===== src/rtl/abaud_pkg.sv =====
// Shared register map and field positions for the autobaud meter.
// Assumes a two-bit register address space; count width is set per instance.
package abaud_pkg;
    localparam int ADDR_W = 2;
    localparam int WDAT_W = 2;

    localparam logic [ADDR_W-1:0] ADR_CTRL  = 2'd0;
    localparam logic [ADDR_W-1:0] ADR_STAT  = 2'd1;
    localparam logic [ADDR_W-1:0] ADR_COUNT = 2'd2;

    localparam int BIT_START = 0;  // control: arm
    localparam int BIT_BUSY  = 0;  // status: counting in progress
    localparam int BIT_PEND  = 1;  // status: interrupt pending, write one to clear

    // Decoded meter phase, derived from busy and start.
    typedef enum logic [1:0] {
        PH_IDLE     = 2'd0,
        PH_LAUNCHED = 2'd1,
        PH_ABNORMAL = 2'd2,
        PH_COUNTING = 2'd3
    } abaud_phase_t;

    function automatic abaud_phase_t decode_phase(input logic busy, input logic start);
        return abaud_phase_t'({busy, start});
    endfunction
endpackage


===== src/rtl/abaud_rx_sync.sv =====
// Synchronizes the asynchronous serial line and produces single-cycle
// rise and fall pulses. Assumes the line idles high, so every stage
// resets to one and no edge is reported out of reset.
module abaud_rx_sync #(
    parameter int STAGES = 2
) (
    input  logic clk,
    input  logic rst_n,
    input  logic rx_i,
    output logic rise_o,
    output logic fall_o
);
    logic [STAGES-1:0] sync_q;
    logic              prev_q;
    logic              level;

    // Shift the raw line through the synchronizer chain.
    generate
        if (STAGES == 1) begin : g_one
            always_ff @(posedge clk) begin
                if (!rst_n) sync_q <= '1;
                else        sync_q <= rx_i;
            end
        end else begin : g_many
            always_ff @(posedge clk) begin
                if (!rst_n) sync_q <= '1;
                else        sync_q <= {sync_q[STAGES-2:0], rx_i};
            end
        end
    endgenerate

    assign level = sync_q[STAGES-1];

    // Hold the previous synchronized level for edge detection.
    always_ff @(posedge clk) begin
        if (!rst_n) prev_q <= 1'b1;
        else        prev_q <= level;
    end

    // Edge pulses from the current and previous level.
    always_comb begin
        rise_o = level & ~prev_q;
        fall_o = ~level & prev_q;
    end
endmodule


===== src/rtl/abaud_engine.sv =====
// Counting engine: starts on a falling edge while armed, counts reference
// cycles with saturation, and flags rising edges seen while busy. A rise
// ends the count only when the start bit is still set; otherwise the
// engine keeps running. Assumes start_i comes from a register.
module abaud_engine #(
    parameter int CNT_W = 16
) (
    input  logic             clk,
    input  logic             rst_n,
    input  logic             start_i,
    input  logic             rise_i,
    input  logic             fall_i,
    output logic             busy_o,
    output logic             hit_o,
    output logic             stop_o,
    output logic [CNT_W-1:0] run_o
);
    localparam logic [CNT_W-1:0] RUN_MAX = {CNT_W{1'b1}};

    logic             busy_q;
    logic [CNT_W-1:0] run_q;

    // Busy flag and saturating cycle counter.
    always_ff @(posedge clk) begin
        if (!rst_n) begin
            busy_q <= 1'b0;
            run_q  <= '0;
        end else if (!busy_q) begin
            if (start_i && fall_i) begin
                busy_q <= 1'b1;
                run_q  <= {{(CNT_W-1){1'b0}}, 1'b1};
            end
        end else begin
            if (rise_i && start_i) busy_q <= 1'b0;
            if (run_q != RUN_MAX)  run_q  <= run_q + 1'b1;
        end
    end

    // Event outputs toward the register bank.
    always_comb begin
        busy_o = busy_q;
        run_o  = run_q;
        hit_o  = busy_q & rise_i;
        stop_o = busy_q & rise_i & start_i;
    end
endmodule


===== src/rtl/abaud_regs.sv =====
// Register bank: start bit, pending interrupt (write one to clear) and the
// latched count, with a combinational read port. A software write to the
// start bit wins over the hardware clear; a hardware interrupt set wins
// over a software clear in the same cycle.
module abaud_regs
    import abaud_pkg::*;
#(
    parameter int CNT_W = 16
) (
    input  logic              clk,
    input  logic              rst_n,
    input  logic              wr_en,
    input  logic [ADDR_W-1:0] wr_addr,
    input  logic [WDAT_W-1:0] wr_data,
    input  logic [ADDR_W-1:0] rd_addr,
    input  logic              busy_i,
    input  logic              hit_i,
    input  logic              stop_i,
    input  logic [CNT_W-1:0]  run_i,
    output logic              start_o,
    output logic              pend_o,
    output logic [CNT_W-1:0]  rd_data
);
    logic             start_q;
    logic             pend_q;
    logic [CNT_W-1:0] cnt_q;
    logic             wr_ctrl;
    logic             clr_pend;

    always_comb begin
        wr_ctrl  = wr_en && (wr_addr == ADR_CTRL);
        clr_pend = wr_en && (wr_addr == ADR_STAT) && wr_data[BIT_PEND];
    end

    // Start bit: software write first, then self-clear on normal stop.
    always_ff @(posedge clk) begin
        if (!rst_n)       start_q <= 1'b0;
        else if (wr_ctrl) start_q <= wr_data[BIT_START];
        else if (stop_i)  start_q <= 1'b0;
    end

    // Pending interrupt: set on every rise while busy, cleared by write one.
    always_ff @(posedge clk) begin
        if (!rst_n)        pend_q <= 1'b0;
        else if (hit_i)    pend_q <= 1'b1;
        else if (clr_pend) pend_q <= 1'b0;
    end

    // Latch the running count whenever the interrupt is raised.
    always_ff @(posedge clk) begin
        if (!rst_n)     cnt_q <= '0;
        else if (hit_i) cnt_q <= run_i;
    end

    // Read multiplexer, fields zero-extended.
    always_comb begin
        rd_data = '0;
        case (rd_addr)
            ADR_CTRL:  rd_data[BIT_START] = start_q;
            ADR_STAT: begin
                rd_data[BIT_BUSY] = busy_i;
                rd_data[BIT_PEND] = pend_q;
            end
            ADR_COUNT: rd_data = cnt_q;
            default:   rd_data = '0;
        endcase
    end

    assign start_o = start_q;
    assign pend_o  = pend_q;
endmodule


===== src/rtl/abaud_meter.sv =====
// Top of the autobaud low-period meter: synchronizer, counting engine and
// register bank. Assumes CNT_W >= 2 so status fields fit the read port.
module abaud_meter
    import abaud_pkg::*;
#(
    parameter int CNT_W   = 16,
    parameter int SYNC_ST = 2
) (
    input  logic              clk,
    input  logic              rst_n,
    input  logic              rx_i,
    input  logic              wr_en,
    input  logic [ADDR_W-1:0] wr_addr,
    input  logic [WDAT_W-1:0] wr_data,
    input  logic [ADDR_W-1:0] rd_addr,
    output logic [CNT_W-1:0]  rd_data,
    output logic              irq_o
);
    logic             rise_evt;
    logic             fall_evt;
    logic             start_q;
    logic             busy;
    logic             hit;
    logic             stop;
    logic [CNT_W-1:0] run_cnt;

    abaud_rx_sync #(.STAGES(SYNC_ST)) i_sync (
        .clk    (clk),
        .rst_n  (rst_n),
        .rx_i   (rx_i),
        .rise_o (rise_evt),
        .fall_o (fall_evt)
    );

    abaud_engine #(.CNT_W(CNT_W)) i_engine (
        .clk     (clk),
        .rst_n   (rst_n),
        .start_i (start_q),
        .rise_i  (rise_evt),
        .fall_i  (fall_evt),
        .busy_o  (busy),
        .hit_o   (hit),
        .stop_o  (stop),
        .run_o   (run_cnt)
    );

    abaud_regs #(.CNT_W(CNT_W)) i_regs (
        .clk     (clk),
        .rst_n   (rst_n),
        .wr_en   (wr_en),
        .wr_addr (wr_addr),
        .wr_data (wr_data),
        .rd_addr (rd_addr),
        .busy_i  (busy),
        .hit_i   (hit),
        .stop_i  (stop),
        .run_i   (run_cnt),
        .start_o (start_q),
        .pend_o  (irq_o),
        .rd_data (rd_data)
    );
endmodule


===== config.mk =====
export PLATFORM = sky130hd
export DESIGN_NAME = abaud_meter
export DESIGN_NICKNAME = d
export VERILOG_FILES = /design/src/rtl/abaud_pkg.sv /design/src/rtl/abaud_rx_sync.sv /design/src/rtl/abaud_engine.sv /design/src/rtl/abaud_regs.sv /design/src/rtl/abaud_meter.sv
export SDC_FILE = /design/constraint.sdc
export NUM_CORES = 1
export LEC_CHECK = 0
export ABC_AREA = 1
export BUFFER_PORTS_ARGS = -buffer_cell sky130_fd_sc_hd__buf_2
export CAP_MARGIN = 15
export CORE_MARGIN = 5
export CORE_UTILIZATION = 51
export DETAILED_ROUTE_END_ITERATION = 10
export GPL_ROUTABILITY_DRIVEN = 1
export PLACE_DENSITY = 0.75
export SLEW_MARGIN = 0
export SYNTH_ARGS = -nofsm -noshare
export SYNTH_HDL_FRONTEND = slang
export SYNTH_SLANG_ARGS = --single-unit

===== constraint.sdc =====
create_clock -name clk -period 1.51 [get_ports clk]
set_clock_uncertainty 0.05 [all_clocks]
set_input_delay 0.0755 -clock clk [delete_from_list [all_inputs] [get_ports clk]]
set_output_delay 0.0755 -clock clk [all_outputs]
set_load 0.05 [all_outputs]

-- Word-level counts from Yosys, hierarchy flattened
Index checks and enable logic that the tools add are counted.
W data, S select, Z words.
- reduce and logical (&&, ||, !) cells: 11
- add/sub/neg operators: 1
- bitwise gates (word level): 6
- $lt $le $gt $ge: 0
- shifts and indexed selects: 0
- multiplexer cells: 13
- $mul: 0
- eq/ne operators: 5
- div/mod/pow operators: 0
- operators by type and width (kind ; number):
    $mux W16 ; 3
    $add A16 B1 Y16 const B ; 1
    $ne A16 B16 Y1 const B ; 1
    $mux W14 ; 1
    $mux W1 ; 7
    $reduce_bool A2 Y1 ; 3
    $logic_and A1 B1 Y1 ; 5
    $and A1 B1 Y1 ; 4
    $eq A2 B1 Y1 const B ; 2
    $logic_not A2 Y1 ; 2
    $pmux W1 S3 ; 1
    $eq A2 B2 Y1 const B ; 1
    $ne A2 B2 Y1 const B ; 1
    $not A1 Y1 ; 2
    $pmux W1 S2 ; 1
    $reduce_and A2 Y1 ; 1
- memory bits (writable): 0
- register bits after elaboration: 38
- memories kept: 0
- latch bits: 0
- input port bits: 10
- ROM bits: 0
- output and inout bits: 17
- word-level logic and storage cells: 43

-- Logic depth before layout (Yosys ltp)
- word-level depth: 6
- depth in mapped cells: 9
- depth with buffers taken out: 9

-- Hierarchy
A second synthesis with hierarchy kept.
- cells, all modules: 315
- area, all modules: 2042.0 um2
- by module, submodules not included (module ; times used ; seq. area each (um2) ; cells each ; area each (um2)):
    abaud_engine ; 1 ; 340.3 ; 173 ; 1082.3
    abaud_regs ; 1 ; 360.3 ; 130 ; 865.8
    abaud_rx_sync ; 1 ; 60.1 ; 12 ; 93.8

-- Worst setup path after synthesis
OpenSTA, ideal clock, no wires.
- kind: reg2out
- start point: register i_regs.pend_q (netlist: i_regs.pend_o)
- end point: output port rd_data[1]
- buffers on the path: 0
- arrival: 1869 ps
- path slack: -485 ps
- data required time: 1384 ps
- cell stages (with the launch flop): 3
- path through: dfxtp_1 -> nand2_1 -> a21boi_0
- word-level cells in the longest chain between the ends: 1
- ends and longest elaborated chain (element ; line ; source):
    from (decl) ; abaud_regs.sv:25 ; logic pend_q;
    from (signal assigned) ; abaud_regs.sv:44 ; if (!rst_n) pend_q <= 1'b0;
    from (signal assigned) ; abaud_regs.sv:45 ; else if (hit_i) pend_q <= 1'b1;
    from (signal assigned) ; abaud_regs.sv:46 ; else if (clr_pend) pend_q <= 1'b0;
    $pmux W1 S2 ; abaud_regs.sv:58 ; case (rd_addr)
    to (decl) ; abaud_meter.sv:16 ; output logic [CNT_W-1:0] rd_data,
Every way passes these cells.

-- Worst setup path after layout
- start point: register i_engine.run_q[0] (netlist: i_engine.run_o[0])
- end point: register i_engine.run_q[6] (netlist: i_engine.run_o[6])
- word-level cells in the longest chain between the ends: 3
- elaborated cells on any way between the ends: 6
- those cells by class: add/sub: 1; eq/ne: 2; mux: 2; reduce/logical: 1
- ends and longest elaborated chain (element ; line ; source):
    from (decl) ; abaud_engine.sv:21 ; logic [CNT_W-1:0] run_q;
    from (signal assigned) ; abaud_engine.sv:31 ; run_q <= {{(CNT_W-1){1'b0}}, 1'b1};
    from (signal assigned) ; abaud_engine.sv:35 ; if (run_q != RUN_MAX) run_q <= run_q + 1'b1;
    $add A16 B1 Y16 / $ne A16 B16 Y1 (equally long branches) ; abaud_engine.sv:35 ;
    $mux W16 / $ne A2 B2 Y1 (equally long branches) ; -- ;
    $mux W16 / $reduce_and A2 Y1 (equally long branches) ; -- ;
Parallel ways exist; a longest one is shown, timed or not. The select of a mux whose other input is x is not followed.
A chain may end at the register's enable or synchronous reset.

==> key figures <==
Run status
  • Status: finished with violations
  • Failing checks: setup timing

Worst hold path
  • Hold Path Class: in2reg

GRT
  • Largest net degree at the start of global routing: 26
  • GRT Overall Usage: 0.2132
  • Total congestion overflow: 0
  • Global-route wire length before repair: a little under 9 mm
  • Number of global-route vias before repair: about 2000
  • Antenna violations before repair: 0

Place
  • Placed inst area: roughly 2400 µm²
  • Gpl congestion: between 0.8 and 0.9
  • Cell Count Post-Placement: a little under 400
  • Post-DP HPWL: 3.825 mm
  • I/O Buffers: 26

STA
  • Crit path time final: between 1.5 and 2 ns
  • FMAX: ~650 MHz
  • Final Hold Slack: approximately 0.025 ns
  • Setup repair after global routing missed its margin: true
  • Max Transition Viols Final: 0
  • Period utilization: 1.022
  • Final Setup Violations: 4
  • Fin worst setup slack: -0.03338 ns
  • Final hold violations: 0
  • Max_slew headroom: 0.7083
  • Final setup TNS: -0.06867 ns
  • Worst-Margin Slew: 0.4371 ns

Logic synthesis
  • Synth top area cells: dfxtp_1, nand2_1, inv_1
  • Synth top area share: 0.3732
  • Post-synth EDFFs: 0
  • Synth Warn #: 0
  • FFs w/ async S/R, synth: 0
  • Yosys cell types: 27
  • #FFs+latches synth: 38
  • Post-Syn Instances: 288
  • Post-Syn Area per Cell: between 7 and 8 µm²
  • Largest area contributor in the netlist: dfxtp_1
  • Top_reg_cell synth: dfxtp_1
  • Most frequent cell after synthesis: nand2_1
  • Synth Cell Area: roughly 2000 µm²
  • Synth Net Count: ~300
  • Sequential area share after synthesis: 0.3732
  • Most frequent cells after synthesis: nand2_1, dfxtp_1, inv_1

Drt
  • ANT nets after route: 0
  • Average wire per standard cell: between 10 and 15 µm
  • Initial DRC Count: ~160
  • Post-Route WL: 5.176 mm
  • DRC Markers: 0
  • DR vias: 2087
  • DR pass1 iterations: 4
  • Number of vias per cell: a little over 5

Power
  • Peak supply drop: 0.6415 mV
  • Reg power frac: 0.552
  • Int Pwr: ~1.4 mW
  • Sw frac: 0.2277
  • Leak pwr: approximately 1.2 nW
  • NetSw: 0.4179 mW
  • Clock share of power: 0.394
  • P per Cell Area: 685.3 nW/µm²
  • Combinational Power Share: 0.054

Finish
  • Layout Nets: about 370
  • Util after Layout: 0.6795
  • # diodes: 0
  • Share of layout cells above drive strength 1: 0.3390
  • Finished Cell Area: around 2700 µm²
  • Area Growth Syn to Fin: 31.43%
  • Non-Filler Instances: between 400 and 500

CTS
  • Worst skew pair latency: around 0.29 ns
  • Max clock buf depth: 2
  • TritonCTS clock tree: yes
  • Clock sink count: 38
  • Root Buffer Master: clkbuf_8
  • Htree depth: 2
  • CTS clk-pin slew, worst paths: around 0.07 ns
  • Total CTS buffers: 5

Die
  • CORE AREA: 3943 µm²
  • DIE AREA: around 5400 µm²
  • Boundary Pins: 27
  • Initial core utilization: 0.5170
  • Die Y: between 70 and 80 µm
  • Die span in x: 73.22 µm
  • # rows: 23

Setup path
  • Max FO, Critical Path: 3
  • Worst EP arrival: 1.66 ns
  • Worst path required time: around 1.6 ns
  • CP Capture Type: register
  • Worst Setup Start Kind: register
  • Setup CP Type: reg2reg

Job
  • Max_cap viols: 0
==> layer usage <==
layer | part of all wire | track usage | wire [µm]
met1 | 0.44 | 0.2646 | 2287
met5 | 0 | 0 | 0
met2 | 0.50 | 0.3545 | 2566
met4 | 0.030 | 0.1004 | 155
met3 | 0.032 | 0.03857 | 166
==> metrics by stage <==
step / power, mW / worst slack, ns
final: 1.836 / -0.03338
after global routing: 1.907 / -0.1159
after CTS: 1.854 / -0.02503
after detailed placement: 1.128 / -0.05609
after global placement: 1.125 / 0.004313
after floorplan: 1.087 / 0.01146
==> state kept, by name, summed over array words and instances, names as in the netlist <==
name	flops
i_engine.busy_o	1
i_engine.run_o	16
i_regs.cnt_q	16
i_regs.pend_o	1
i_regs.start_o	1
i_sync.prev_q	1
i_sync.sync_q	2
==> kinds of logic after synthesis <==
logic type	synth area share
AOI/OAI and AO/OA	0.1633
xor gates and xnor gates	0.004298
adders and majority gates	0.03069
buffers and inverters	0.09637
DFF	0.3732
and+or+nand+nor	0.3321
==> power by group through the flow <==
| stage | Sequential, mW | Clock [mW] | Combinational (mW) |
|---|---|---|---|
| 2_1_floorplan | 1.04 | 0 | 0.0504 |
| 6_report | 1.01 | 0.723 | 0.0988 |
| 3_3_place_gp | 1.04 | 0 | 0.0890 |
| 3_5_place_dp | 1.04 | 0 | 0.0913 |
| 5_1_grt | 1.01 | 0.783 | 0.110 |
| 4_1_cts | 1.01 | 0.744 | 0.0966 |
==> final timing paths <==
check | slack (ns) | depth (start not counted) | endpoint | from
worst max-delay path | -0.03 | 8 | i_engine.run_o[6]$_SDFFE_PN0P_ | i_engine.run_o[0]$_SDFFE_PN0P_
worst min-delay path | 0.02 | 4 | i_regs.start_o$_SDFFE_PN0P_ | wr_addr[0]
worst max register to register | -0.03 | 8 | i_engine.run_o[6]$_SDFFE_PN0P_ | i_engine.run_o[0]$_SDFFE_PN0P_
worst min register to register | 0.37 | 1 | i_sync.sync_q[1]$_SDFF_PN1_ | i_sync.sync_q[0]$_SDFF_PN1_
==> critical path, cell delays in order, from the launching register on <==
cell and delay (ns):
dfxtp_2 0.34, ha_4 0.17, buf_4 0.12, buf_4 0.12
nand3_1 0.09, nor2_2 0.06, or2_2 0.27, o211ai_1 0.12
a21oi_2 0.08
==> repair_timing <==
action / in CTS / in global routing
setup endpoints to repair: 15 / 16
hold buffers: 2 / 0
pin swaps: 7 / 8
endpoints found under the hold margin: 2 / 0
setup buffers: 4 / 3
resized for setup: 9 / 11
==> area by class of cell <==
class                           instances  area, µm²
Fill cell                             323       1264
Sequential cell                        38      768.2
Clock inverter                          1      5.005
Inverter                               36      135.1
Tap cell                               50      62.56
Clock buffer                            7      86.33
Timing Repair Buffer                   69      481.7
Multi-Input combinational cell        203       1140
==> layout by cell type (no fill, tap or decap), drive strengths merged, types with 7 or more instances in the layout <==
cell type	netlist	final
a21oi	27	27
buf	5	67
clkbuf	6	7
dfxtp	38	38
inv	36	36
nand2	63	63
nand3	31	31
nand4	7	7
nor2	36	36
o21ai	24	24
(Power assumes the default switching activity.)
